[src/rtl/mdio_pkg.sv]
package mdio_pkg;
    localparam int FRAME_BITS = 32;
    localparam int PRE_BITS   = 32;
    localparam int CNT_W      = $clog2(FRAME_BITS + PRE_BITS);

    localparam int CFG_EN      = 0;
    localparam int CFG_INV     = 1;
    localparam int CFG_PRE     = 2;
    localparam int CFG_IND     = 3;
    localparam int CFG_DIV_LSB = 5;

    localparam logic [1:0] SEL_CFG  = 2'd0;
    localparam logic [1:0] SEL_ADDR = 2'd1;
    localparam logic [1:0] SEL_DATA = 2'd2;
    localparam logic [1:0] SEL_OP   = 2'd3;

    localparam logic [1:0] ST_DIRECT   = 2'b01;
    localparam logic [1:0] ST_INDIRECT = 2'b00;
    localparam logic [1:0] TA_DRIVE    = 2'b10;

    localparam int TA_FIRST_BIT = 17;
    localparam int DATA_MSB_BIT = 15;
endpackage

[src/rtl/mdio_clk_div.sv]
module mdio_clk_div #(
    parameter int DIV_W = 8
) (
    input  logic             clk,
    input  logic             rst_n,
    input  logic             run,
    input  logic [DIV_W-1:0] div,
    output logic             tick
);
    logic [DIV_W-1:0] cnt_d, cnt_q;

    always_comb begin
        cnt_d = cnt_q;
        if (!run || cnt_q == div) cnt_d = '0;
        else                      cnt_d = cnt_q + 1'b1;
    end

    assign tick = run && (cnt_q == div);

    always_ff @(posedge clk) begin
        if (!rst_n) cnt_q <= '0;
        else        cnt_q <= cnt_d;
    end
endmodule

[src/rtl/mdio_frame_engine.sv]
module mdio_frame_engine
    import mdio_pkg::*;
(
    input  logic        clk,
    input  logic        rst_n,
    input  logic        start,
    input  logic [31:0] frame_word,
    input  logic        pre_en,
    input  logic        is_read,
    input  logic        tick,
    input  logic        mdio_in,
    output logic        active,
    output logic        mdc,
    output logic        mdio_o,
    output logic        mdio_oe,
    output logic        done,
    output logic [15:0] rd_data
);
    typedef struct packed {
        logic             active;
        logic             mdc;
        logic             rd;
        logic [CNT_W-1:0] cnt;
        logic [31:0]      frame;
        logic [15:0]      sh;
    } eng_t;

    eng_t q, d;
    logic in_pre, release_win, sample_win, cur_bit;

    assign in_pre      = q.cnt[CNT_W-1];
    assign release_win = q.rd && !in_pre && (q.cnt[4:0] <= 5'(TA_FIRST_BIT));
    assign sample_win  = q.rd && !in_pre && (q.cnt[4:0] <= 5'(DATA_MSB_BIT));
    assign cur_bit     = in_pre ? 1'b1 : q.frame[q.cnt[4:0]];

    always_comb begin
        d    = q;
        done = 1'b0;
        if (start) begin
            d.active = 1'b1;
            d.mdc    = 1'b0;
            d.rd     = is_read;
            d.cnt    = pre_en ? CNT_W'(FRAME_BITS + PRE_BITS - 1) : CNT_W'(FRAME_BITS - 1);
            d.frame  = frame_word;
            d.sh     = '0;
        end else if (q.active && tick) begin
            if (!q.mdc) begin
                d.mdc = 1'b1;
                if (sample_win) d.sh = {q.sh[14:0], mdio_in};
            end else begin
                d.mdc = 1'b0;
                if (q.cnt == '0) begin
                    d.active = 1'b0;
                    done     = 1'b1;
                end else begin
                    d.cnt = q.cnt - 1'b1;
                end
            end
        end
    end

    assign active  = q.active;
    assign mdc     = q.mdc;
    assign mdio_o  = q.active ? cur_bit : 1'b1;
    assign mdio_oe = q.active && !release_win;
    assign rd_data = q.sh;

    always_ff @(posedge clk) begin
        if (!rst_n) q <= '0;
        else        q <= d;
    end
endmodule

[src/rtl/mdio_mgmt_master.sv]
module mdio_mgmt_master
    import mdio_pkg::*;
#(
    parameter int ADDR_W = 4,
    parameter int DIV_W  = 8
) (
    input  logic              clk,
    input  logic              rst_n,
    input  logic              reg_we,
    input  logic [ADDR_W-1:0] reg_addr,
    input  logic [31:0]       reg_wdata,
    output logic [31:0]       reg_rdata,
    output logic              mdc,
    output logic              mdio_o,
    output logic              mdio_oe,
    input  logic              mdio_i
);
    localparam int CFG_W = CFG_DIV_LSB + DIV_W;

    typedef struct packed {
        logic [CFG_W-1:0] cfg;
        logic [9:0]       addr;
        logic [15:0]      data;
        logic [1:0]       op;
    } regs_t;

    regs_t regs_q, regs_d;
    logic [1:0]  sel;
    logic        op_wr, cfg_en, busy, start, done, tick;
    logic [9:0]  addr_q;
    logic [15:0] rd_data;
    logic [31:0] frame_word;
    logic [DIV_W-1:0] div;
    logic        unused_bits;

    assign sel        = reg_addr[3:2];
    assign op_wr      = reg_we && (sel == SEL_OP);
    assign cfg_en     = regs_q.cfg[CFG_EN];
    assign addr_q     = regs_q.addr;
    assign div        = regs_q.cfg[CFG_DIV_LSB +: DIV_W];
    assign start      = op_wr && !busy && cfg_en;
    assign unused_bits = ^{reg_addr, reg_wdata[31:16]};

    assign frame_word = {regs_q.cfg[CFG_IND] ? ST_INDIRECT : ST_DIRECT,
                         reg_wdata[1:0], regs_q.addr[9:5], regs_q.addr[4:0],
                         TA_DRIVE, regs_q.data};

    always_comb begin
        regs_d = regs_q;
        if (reg_we && sel == SEL_CFG) begin
            regs_d.cfg = '0;
            regs_d.cfg[CFG_IND:CFG_EN] = reg_wdata[CFG_IND:CFG_EN];
            regs_d.cfg[CFG_DIV_LSB +: DIV_W] = reg_wdata[CFG_DIV_LSB +: DIV_W];
        end
        if (!busy) begin
            if (reg_we && sel == SEL_ADDR) regs_d.addr = reg_wdata[9:0];
            if (reg_we && sel == SEL_DATA) regs_d.data = reg_wdata[15:0];
            if (op_wr)                     regs_d.op   = reg_wdata[1:0];
        end
        if (done && regs_q.op[1]) regs_d.data = rd_data;
    end

    always_comb begin
        unique case (sel)
            SEL_CFG:  reg_rdata = 32'(regs_q.cfg);
            SEL_ADDR: reg_rdata = {22'b0, regs_q.addr};
            SEL_DATA: reg_rdata = {16'b0, regs_q.data};
            default:  reg_rdata = {busy, 29'b0, regs_q.op};
        endcase
    end

    always_ff @(posedge clk) begin
        if (!rst_n) regs_q <= '0;
        else        regs_q <= regs_d;
    end

    mdio_clk_div #(.DIV_W(DIV_W)) u_div (
        .clk   (clk),
        .rst_n (rst_n),
        .run   (busy),
        .div   (div),
        .tick  (tick)
    );

    mdio_frame_engine u_eng (
        .clk        (clk),
        .rst_n      (rst_n),
        .start      (start),
        .frame_word (frame_word),
        .pre_en     (regs_q.cfg[CFG_PRE]),
        .is_read    (reg_wdata[1]),
        .tick       (tick),
        .mdio_in    (mdio_i ^ regs_q.cfg[CFG_INV]),
        .active     (busy),
        .mdc        (mdc),
        .mdio_o     (mdio_o),
        .mdio_oe    (mdio_oe),
        .done       (done),
        .rd_data    (rd_data)
    );
endmodule

[config.mk]
export PLATFORM = sky130hd
export DESIGN_NAME = mdio_mgmt_master
export DESIGN_NICKNAME = d
export VERILOG_FILES = /design/src/rtl/mdio_pkg.sv /design/src/rtl/mdio_clk_div.sv /design/src/rtl/mdio_frame_engine.sv /design/src/rtl/mdio_mgmt_master.sv
export SDC_FILE = /design/constraint.sdc
export NUM_CORES = 1
export LEC_CHECK = 0
export CAP_MARGIN = 25
export CORE_ASPECT_RATIO = 1.5
export CORE_UTILIZATION = 59
export CTS_CLUSTER_SIZE = 25
export DETAILED_ROUTE_END_ITERATION = 8
export HOLD_SLACK_MARGIN = 0.1
export PLACE_DENSITY = 0.86
export SETUP_SLACK_MARGIN = 0.5
export SYNTH_ARGS = -nofsm -noshare
export SYNTH_HDL_FRONTEND = slang
export SYNTH_SLANG_ARGS = --single-unit
[constraint.sdc]
create_clock -name clk -period 6.3 [get_ports clk]
set_input_delay 1.26 -clock clk [delete_from_list [all_inputs] [get_ports clk]]
set_output_delay 1.26 -clock clk [all_outputs]
set_load 0.02 [all_outputs]
== Word-level counts from Yosys, hierarchy flattened ==
Cells that the tools add are included.
Cells by class
  $add $sub $neg: 2
  $lt $le $gt $ge: 3
  equality and inequality tests: 6
  muxes and demuxes: 24
  bitwise logic cells: 4
  reduce and logical (&&, ||, !) cells: 31
Operators by type and width (number)
  $pmux 32 s3: 1
  $mux 16: 2
  $mux 6: 5
  $mux 18: 1
  $logic_and 1x1->1: 13
  $mux 1: 11
  $reduce_and 3->1: 3
  $add 8x1->8 const B: 1
  $eq 8x8->1: 1
  $reduce_bool 2->1: 4
  $logic_not 6->1: 1
  $lt 5x6->1 const B: 1
  $mux 2: 3
  $reduce_and 2->1: 3
  $sub 6x1->6 const B: 1
  $bmux 1 s5: 1
  $le 5x4->1 const B: 1
  $le 5x5->1 const B: 1
  $eq 2x2->1 const B: 2
  $ne 2x2->1 const B: 2
  $reduce_or 2->1: 2
  $logic_not 1->1: 3
  $not 1->1: 3
  $eq 2x1->1 const B: 1
  other kinds (3): 3
Storage, ports and cells
  register bits: 103
  input bits: 40
  logic and storage cells: 81

== Logic depth before layout (Yosys ltp) ==
  word-level depth: 8
  mapped depth: 11
  gate-level depth less buffers: 7

== Cells and area by module ==
Synthesis repeated with hierarchy kept, for this count alone.
Second synthesis, totals
  cells, all modules: 564
  area total of the unflattened synthesis: 5492.8 sq um
Modules (own cells, without submodules)
  mdio_frame_engine: times used 1, cells each 268, area each 2791.4 sq um, seq. area each 1141.1 sq um
  mdio_mgmt_master: times used 1, cells each 250, area each 2230.9 sq um, seq. area each 800.8 sq um
  mdio_clk_div: times used 1, cells each 46, area each 470.5 sq um, seq. area each 160.2 sq um

== Worst setup path before layout ==
No wires, ideal clock.
  path type: input to output
  start: input port reg_addr[3]
  end: output port reg_rdata[2]
  data arrival time: 2.506 ns
  required time: 5.040 ns
  setup slack: 2.534 ns
  stages: 4
  path buffers: 2
  path through: buf_2 -> buf_1 -> mux2i_1 -> o21ai_0
On the way
  word-level cells in the longest chain between the ends: 2
  elaborated cells on any way between the ends: 4
  classes of those cells: 2 x eq/ne; 1 x mux; 1 x reduce/logical
RTL lines
  from (decl): RTL line mdio_mgmt_master.sv:10  | input logic [ADDR_W-1:0] reg_addr,
  $eq 2x2->1 (tied with other cells): RTL line mdio_mgmt_master.sv:64  | unique case (sel)
  $pmux 32 s3 (*): RTL line mdio_mgmt_master.sv:64
  to (decl): RTL line mdio_mgmt_master.sv:12  | output logic [31:0] reg_rdata,
Mark *: on every way between the ends. The rest lies on a longest branch, timed or not.

== Worst setup path after layout ==
  start: input port reg_addr[2]
  end: output port reg_rdata[8]
The elaborated chain is that of the path after synthesis.

==> metrics.csv <==
stage;metric;value;unit
status;outcome;finished, final reports clean;
floorplanning;core_area;0.00811;mm²
clock_tree;postCtsSetupBuffers;0;
drt;vias;4297;
drt;routedWlPerCell;17.2;µm
drt;vias_per_cell;6.01;
drt;route.detailed.drc;0;
layout;n_antenna_cell;0;
clock_tree;cts_made_buffers;9;
clock_tree;clkLatencyLatePin;0.35;ns
global_route;grt_pass1_wl;19900;µm
global_route;track_usage;0.288;
drt;routed.top_layer;met4;
layout;nets;650;
sta;tightest_slew;1.03;ns
drt;wirelength;12300;µm
sta;min_period;4.79;ns
global_route;grt_pass1_vias;4115;
power_and_ir_drop;leakage;2.02;nW
layout;drive_above_1_share;0.0967;
sta;slew_violations;0;
setup_path;cp-end-kind;primary output;
logic_synthesis;synthFlopType;dfxtp_1;
clock_tree;htree_levels;3;
clock_tree;path_clk_slew;0.07;ns
placed_design;port_buffers;41;
floorplanning;ioPinCount;75;
floorplanning;start_util;0.619;
clock_tree;clockBufferDepth;2;
logic_synthesis;synth.most_common_cell;dfxtp_1;
layout;syn_to_final_growth;13.7;%
sta;hold_violations;0;
sta;tns;0;ns
setup_path;start_kind;input pin;
logic_synthesis;ys_types;51;
sta;fin_crit_sh;0.760;
worst_hold_path;worstHoldPathType;reg2reg;
logic_synthesis;ys_seq_area_frac;0.407;
setup_path;cp-startpoint;reg_addr[2];
logic_synthesis;ys_ff_latch;102;
logic_synthesis;synthTopCellsByArea;dfxtp_1 41%, mux2i_1 9.0%, nand2_1 6.8%;
logic_synthesis;synthArstFlopShare;0;
logic_synthesis;syn-cell-area;0.00502;mm²
setup_path;cp_max_fo;18;
drt;wl_met3;765;µm
setup_path;path_class;in2out;
floorplanning;dieArea;0.00889;mm²
drt;ant_nets;0;
clock_tree;clkSinkCount;102;
sta;slew_headroom;0.310;
global_route;gr-total-overflow;0;
placed_design;gp_congestion;0.847;
sta;max_freq;209;MHz
logic_synthesis;synth_cells;588;
logic_synthesis;yosys-top-cells-count;102 x dfxtp_1, 91 x nand2_1, 82 x nor2_1;
logic_synthesis;synth_top_area_cell;dfxtp_1;
global_route;grt_max_degree;60;
setup_path;r2r_start;u_eng.active$_SDFFE_PN0P_;
floorplanning;die_w;77.3;µm
sta;setup_violations;0;
floorplanning;fp-row-count;40;
power_and_ir_drop;total_power;0.00143;W
drt;wl_met2;6520;µm
clock_tree;cts_root_buf;clkbuf_16;
logic_synthesis;netlist.area_leader.share;0.407;
sta;fin_worst_skew;0.00940;ns
clock_tree;cts_hold_repair.buffers;0;
logic_synthesis;syn_avg_cell_area;8.54;µm²
power_and_ir_drop;power.density;251;mW/mm²
setup_path;worstPathArrival;3.53;ns
setup_path;cp.required;5.04;ns
clock_tree;cts_tree;done;
job;maxCapViolations;0;
drt;dr.pass1.iters;5;
power_and_ir_drop;ir_drop;0.236;mV
drt;met1_length;4570;µm
sta;rsz0062_at_grt;false;
worst_hold_path;hold_start;u_eng.q[35]$_SDFFE_PN0P_;
layout;fillers;631;
logic_synthesis;ys_warn_count;0;
drt;drt_iter0_drc;364;
logic_synthesis;synth_edf_count;0;
placed_design;hpwl;8280;µm
floorplanning;fp.dieH;115;µm
global_route;antenna_found_initial;0;
clock_tree;ctsResizeCount;0;
## where the power goes
group / internal (W) / switching (W)
Clock: 0.000410 / 0.000242
Combinational: 0.0000449 / 0.0000660
Sequential: 0.000656 / 0.0000128
## metal layers
layer  global-route usage  up-vias
met1                0.312     2066
met2                0.536      194
met4                0.146        0
li1                     -     2002
met3               0.0492       35
met5                    0        -
## cell type report
class	count	area, µm²	share of cell area
Inverter	7	26.3	0.00460
Multi-Input combinational cell	436	2680	0.470
Sequential cell	102	2040	0.358
Timing Repair Buffer	49	470	0.0824
Tap cell	105	131	0.0230
Clock buffer	11	253	0.0443
Clock inverter	5	105	0.0184
## sequential cells by signal, indices dropped and copies added (netlist names)
register / count
regs_q: 5
cfg_en: 1
addr_q: 10
div: 8
frame_word: 16
u_eng.active: 1
u_eng.mdc: 1
u_eng.in_pre: 1
u_eng.rd_data: 16
u_eng.q: 35
u_div.cnt_q: 8
## through the flow
step / std cells / area, µm² / worst slack, ns / util / hold slack, ns
6_report: 715 / 5710 / 1.51 / 0.704 / 0.456
5_1_grt: 715 / 5710 / 1.45 / 0.704 / 0.480
4_1_cts: 715 / 5710 / 1.50 / 0.704 / 0.461
3_5_place_dp: 699 / 5350 / 1.50 / 0.660 / 0.451
3_3_place_gp: 699 / 5350 / 1.53 / 0.660 / 0.439
2_1_floorplan: 602 / 5070 / 2.53 / - / 0.432
## cell usage in the layout (no fill, tap or decap), types with 6 or more instances in the layout
cell / n
buf_4: 8
nor2b_1: 21
a211oi_2: 17
mux2i_1: 45
nor2_1: 81
dfxtp_1: 102
a21oi_1: 43
clkbuf_16: 9
nor3_1: 6
conb_1: 15
nand3_1: 11
nand2_1: 91
inv_1: 6
and2_1: 7
clkdlybuf4s50_1: 41
xnor2_1: 11
o21ai_0: 30
## final timing paths
path | to | slack, ns | depth (start not counted)
max | reg_rdata[8] | 1.51 | 6
min | u_eng.q[35]$_SDFFE_PN0P_ | 0.46 | 2
max reg2reg | u_eng.rd_data[10]$_SDFFE_PP0P_ | 3.35 | 5
min reg2reg | u_eng.q[35]$_SDFFE_PN0P_ | 0.46 | 2
## kinds of logic (layout without fill, tap and decap cells)
group,Yosys count,count (layout),synth area share
xor+xnor,16,16,0.0279
flops,102,102,0.407
mux,53,53,0.119
buf+inv,64,72,0.0725
other cells,1,15,0.000747
compound gates,106,106,0.142
fa+ha+maj,5,5,0.0125
simple gates,241,241,0.219
## critical path, cell delays in order
cell and delay, ns:
clkdlybuf4s50_1 0.45, buf_4 0.23, nor2b_1 0.70, nand2_1 0.11, o21ai_0 0.13, clkdlybuf4s50_1 0.64
(Power assumes the default switching activity.)
